[src/rtl/ckout_pm_ctrl.sv]
module ckout_pm_ctrl #(
  parameter int N_DIF = 4
) (
  input  logic             clk,
  input  logic             rst_n,
  input  logic             pwr_ok,
  input  logic [N_DIF-1:0] oe_n,
  input  logic [N_DIF-1:0] reg_oe,
  input  logic             pll_locked,
  input  logic             ref_oe,
  input  logic             ref_pd_run,
  input  logic [1:0]       ss_strap,
  input  logic             sw_ss_en,
  input  logic [1:0]       sw_ss_sel,
  output logic [N_DIF-1:0] dif_run,
  output logic             ref_run,
  output logic             ref_drive,
  output logic [1:0]       ss_readback,
  output logic [1:0]       ss_code
);

  localparam logic [1:0] SS_OFF  = 2'b00;
  localparam logic [1:0] SS_MID  = 2'b01;
  localparam logic [1:0] SS_FULL = 2'b11;

  logic [N_DIF-1:0] oe_meta, oe_sync;
  logic             pg_meta, pg_sync;
  logic             started;
  logic [1:0]       strap_q;
  logic [1:0]       strap_dec;
  logic             lane_gate;
  logic             ref_want;

  always_ff @(posedge clk or negedge rst_n) begin
    if (!rst_n) begin
      oe_meta <= '1;
      oe_sync <= '1;
      pg_meta <= 1'b0;
      pg_sync <= 1'b0;
    end else begin
      oe_meta <= oe_n;
      oe_sync <= oe_meta;
      pg_meta <= pwr_ok;
      pg_sync <= pg_meta;
    end
  end

  assign strap_dec = ss_strap[1] ? SS_FULL : (ss_strap[0] ? SS_MID : SS_OFF);

  always_ff @(posedge clk or negedge rst_n) begin
    if (!rst_n) begin
      started <= 1'b0;
      strap_q <= SS_OFF;
    end else if (!started && pg_sync) begin
      started <= 1'b1;
      strap_q <= strap_dec;
    end
  end

  assign lane_gate = started & pg_sync & pll_locked;
  assign ref_want  = started & ref_oe & (pg_sync | ref_pd_run);

  genvar gi;
  generate
    for (gi = 0; gi < N_DIF; gi++) begin : g_lane
      always_ff @(negedge clk or negedge rst_n) begin
        if (!rst_n) dif_run[gi] <= 1'b0;
        else        dif_run[gi] <= lane_gate & reg_oe[gi] & ~oe_sync[gi];
      end
    end
  endgenerate

  always_ff @(negedge clk or negedge rst_n) begin
    if (!rst_n) ref_run <= 1'b0;
    else        ref_run <= ref_want;
  end

  assign ref_drive   = started;
  assign ss_readback = strap_q;
  assign ss_code     = sw_ss_en ? ((sw_ss_sel == 2'b10) ? SS_OFF : sw_ss_sel) : strap_q;

endmodule

[config.mk]
export PLATFORM = sky130hd
export DESIGN_NAME = ckout_pm_ctrl
export DESIGN_NICKNAME = d
export VERILOG_FILES = /design/src/rtl/ckout_pm_ctrl.sv
export SDC_FILE = /design/constraint.sdc
export NUM_CORES = 1
export LEC_CHECK = 0
export BUFFER_PORTS_ARGS = -buffer_cell sky130_fd_sc_hd__buf_2
export CAP_MARGIN = 20
export CORE_MARGIN = 2
export CORE_UTILIZATION = 35
export CTS_CLUSTER_SIZE = 12
export DETAILED_ROUTE_END_ITERATION = 10
export GPL_TIMING_DRIVEN = 0
export PLACE_DENSITY = 0.69
export SYNTH_ARGS = -nofsm -noshare
export SYNTH_HDL_FRONTEND = slang
export SYNTH_SLANG_ARGS = --single-unit
[constraint.sdc]
create_clock -name clk -period 1.56 [get_ports clk]
set_input_delay 0.234 -clock clk [delete_from_list [all_inputs] [get_ports clk]]
set_output_delay 0.234 -clock clk [all_outputs]
set_load 0.05 [all_outputs]
# Word level (Yosys, flattened, before mapping)
# Cells that the tools add are included.
# classes
eq_ne	1
n_mux	4
n_bitwise	17
reduce_logical	2
# op_table
cell	n
$and A1 B1 Y1	12
$mux W2	3
$not A1 Y1	4
$eq A2 B2 Y1 const B	1
$logic_and A1 B1 Y1	1
$logic_not A1 Y1	1
$mux W1	1
$or A1 B1 Y1	1
# word_totals
register_bits	18
in_bits	19
out_inout_bits	10
elab_cells	35

# Longest topological paths before layout
# depth
depth_word	4
ltp_mapped	2
depth_no_buf	2

==> metrics.txt <==
cell count of the worst hold path=1; setup slack of the critical path after layout=-0.316 ns; leakage=between 0.4 and 0.5 nW; count of cell types in the netlist=15; starting utilization of the core area=0.380; number of antenna violations at the first check in global routing=0; I/O Buffers=28; cell count after synthesis=35; clock sink count=18; post-synth net total=54; violations in the final reports=setup timing; crit path buf inv count=1; count of boundary I/O pins=29; worst slew pin tran=0.364 ns; area used by multi-input combinational logic=153 um2; worst min-delay path category=primary input to flop; router iterations before antenna repair=2; maximum net fanout on the critical path=1; maximum cell stage delay along the critical path=~0.42 ns; capturing point of the worst reg2reg path=ref_run; Yosys Warn Count=0; pin count of the biggest net entering global routing=19; half-perimeter wire length after detailed placement=about 650 um; clock tree from TritonCTS=built; DRC violation count after routing=0; Chip Height=about 45 um; final weighted congestion of routability-driven global placement=between 0.6 and 0.7; worst hold path endpoint=oe_meta[2]; Critical Path Slowest Stage Cell=sky130_fd_sc_hd__dfrtn_1; nature of the critical path startpoint=flop; run status=finished with violations; Skew-Pair Late Insertion Delay=~0.29 ns; data arrival time of the critical path=1.64 ns; initial detailed-routing violation count=3; category of the worst setup path capture point=primary output; root buffer selected by CTS=sky130_fd_sc_hd__clkbuf_4; number of cell rows=14; maximum root-to-sink buffer count=2; CTS Buf Count=3; proportion of netlist area held by the largest area contributor=0.359; max_slew headroom=0.757; reg2reg path depth=1; Synth area leaders=sky130_fd_sc_hd__dfstp_2, sky130_fd_sc_hd__dfrtn_1, sky130_fd_sc_hd__dfrtp_1; start point of the worst hold path=oe_n[2]; routed length per placed instance=approximately 10 um; RSZ-0062 raised after global routing=true; clock transition at the register clock pins on the worst setup and hold paths after CTS=approximately 0.10 ns; kind of critical path=flop to primary output; flip-flop and latch area=roughly 460 um2; fin nets=90; overall die width=about 45 um; average cell area after synthesis=between 15 and 20 um2; worst ir drop on vdd=about 0.51 mV; count of inserted antenna diode cells=0; Clock H-tree levels=1; cell-by-cell listing of the critical path=buf_6; library cell with the highest instance count after synthesis=sky130_fd_sc_hd__dfstp_2; vias post-DR=about 400; placeable core region=1540 um2; ratio of total power to cell area=1060 nW/um2; worst-case clock skew=0.00276 ns; flip-flop and latch count after synthesis=18; Syn Std Cell Area=586 um2; most used standard cells in the synthesized netlist=sky130_fd_sc_hd__dfstp_2, sky130_fd_sc_hd__dfrtn_1, sky130_fd_sc_hd__dfrtp_1; area grow syn2layout=49.4%; placed insts=79; post-route setup TNS=-1.56 ns; reg-to-reg critical path startpoint=pg_sync; layout cells sized above 1=0.757; remaining antenna violation count=0; worst reg-to-reg setup slack=-0.02 ns; final setup violating endpoints=6; final-report max-slew violation count=0; wire length of the first global-routing pass=between 1000 and 1500 um; total design power=~930 uW; global-route congestion overflow total=0; number of flops mapped to enable cells by yosys=0; main flop type after synthesis=sky130_fd_sc_hd__dfstp_2; max-cap viol count=0; Final Hold Fails=0; number of filler cells placed in the layout=130; total routing resource utilization after global routing=0.102; post-synthesis cell type with the largest combined area=sky130_fd_sc_hd__dfstp_2; FFs w/ async S/R, synth=1.00; Required @ worst endpoint=~1.3 ns; Top delay family on crit path=flip-flops; number of global-route vias before repair=a little over 400; total die area=2020 um2; post-detailed-routing wire length=~860 um; part of the Yosys area used for sequential elements=0.786; filler-free cell count of the finished design=86; via count normalized by instance count=4.56
[cells in the final DEF, fill, tap and decap left out, types with 2 or more instances in the layout]
cell type	n
sky130_fd_sc_hd__buf_6	5
sky130_fd_sc_hd__buf_2	23
sky130_fd_sc_hd__inv_1	2
sky130_fd_sc_hd__o21ai_2	2
sky130_fd_sc_hd__clkbuf_4	3
sky130_fd_sc_hd__dfrtp_1	4
sky130_fd_sc_hd__dfrtn_1	5
sky130_fd_sc_hd__dfstp_2	8
sky130_fd_sc_hd__nor3b_2	4
sky130_fd_sc_hd__buf_4	2
[flip-flops by register name, indices dropped and copies added (netlist names)]
signal and count:
dif_run 4, oe_meta 4, pg_sync 1, pg_meta 1, ref_run 1, ref_drive 1
oe_sync 4, ss_readback 2
[kinds of logic after synthesis]
family | share of synthesized area
DFF | 0.786
buffers and inverters | 0.0128
AOI/OAI and AO/OA | 0.0342
muxes | 0.0427
and+or+nand+nor | 0.124
[report_power, final]
| group | internal, mW | switching, mW |
|---|---|---|
| Clock | 0.142 | 0.141 |
| Combinational | 0.0502 | 0.0844 |
| Sequential | 0.498 | 0.0103 |
| Total | 0.691 | 0.236 |
[per-stage QoR]
step           cell area (um2)  setup slack (ns)  hold slack (ns)  utilization
2_1_floorplan              617            -0.105          -0.0616            -
3_3_place_gp               777           -0.0670            0.168        0.504
3_5_place_dp               777           -0.0820            0.168        0.504
4_1_cts                    862            -0.327           0.0233        0.559
5_1_grt                    875            -0.345           0.0103        0.567
6_report                   875            -0.316           0.0283        0.567
[worst max path at each step]
| stage | start | cells past startpoint | to |
|---|---|---|---|
| floorplan | dif_run[0] | 0 | dif_run[0] |
| global placement | dif_run[3] | 1 | dif_run[3] |
| detailed placement | ref_run | 1 | ref_run |
| CTS | ref_run | 1 | ref_run |
| global route | ref_run | 1 | ref_run |
| finish | ref_run | 1 | ref_run |
[area by class of cell]
cell class	instances	share of cell area
Sequential cell	18	0.528
Multi-Input combinational cell	15	0.175
Timing Repair Buffer	31	0.225
Tap cell	16	0.0229
Clock buffer	4	0.0415
Inverter	2	0.00858
[per-layer routing]
metal	wire length, um	GRT usage	part of all wire
met5	0	0	0
met4	0	0.0706	0
met3	73	0.0280	0.084
met2	456	0.183	0.53
met1	333	0.102	0.39
[what timing repair did]
action / 4_1_cts / 5_1_grt
hold buffers: 1 / 0
endpoints found under the setup margin: 6 / 10
resized for setup: 10 / 1
buffers inserted: 1 / 1
hold endpoints to repair: 5 / 0
cloned: 0 / 0
No activity file was read; power rests on OpenSTA's default activity.
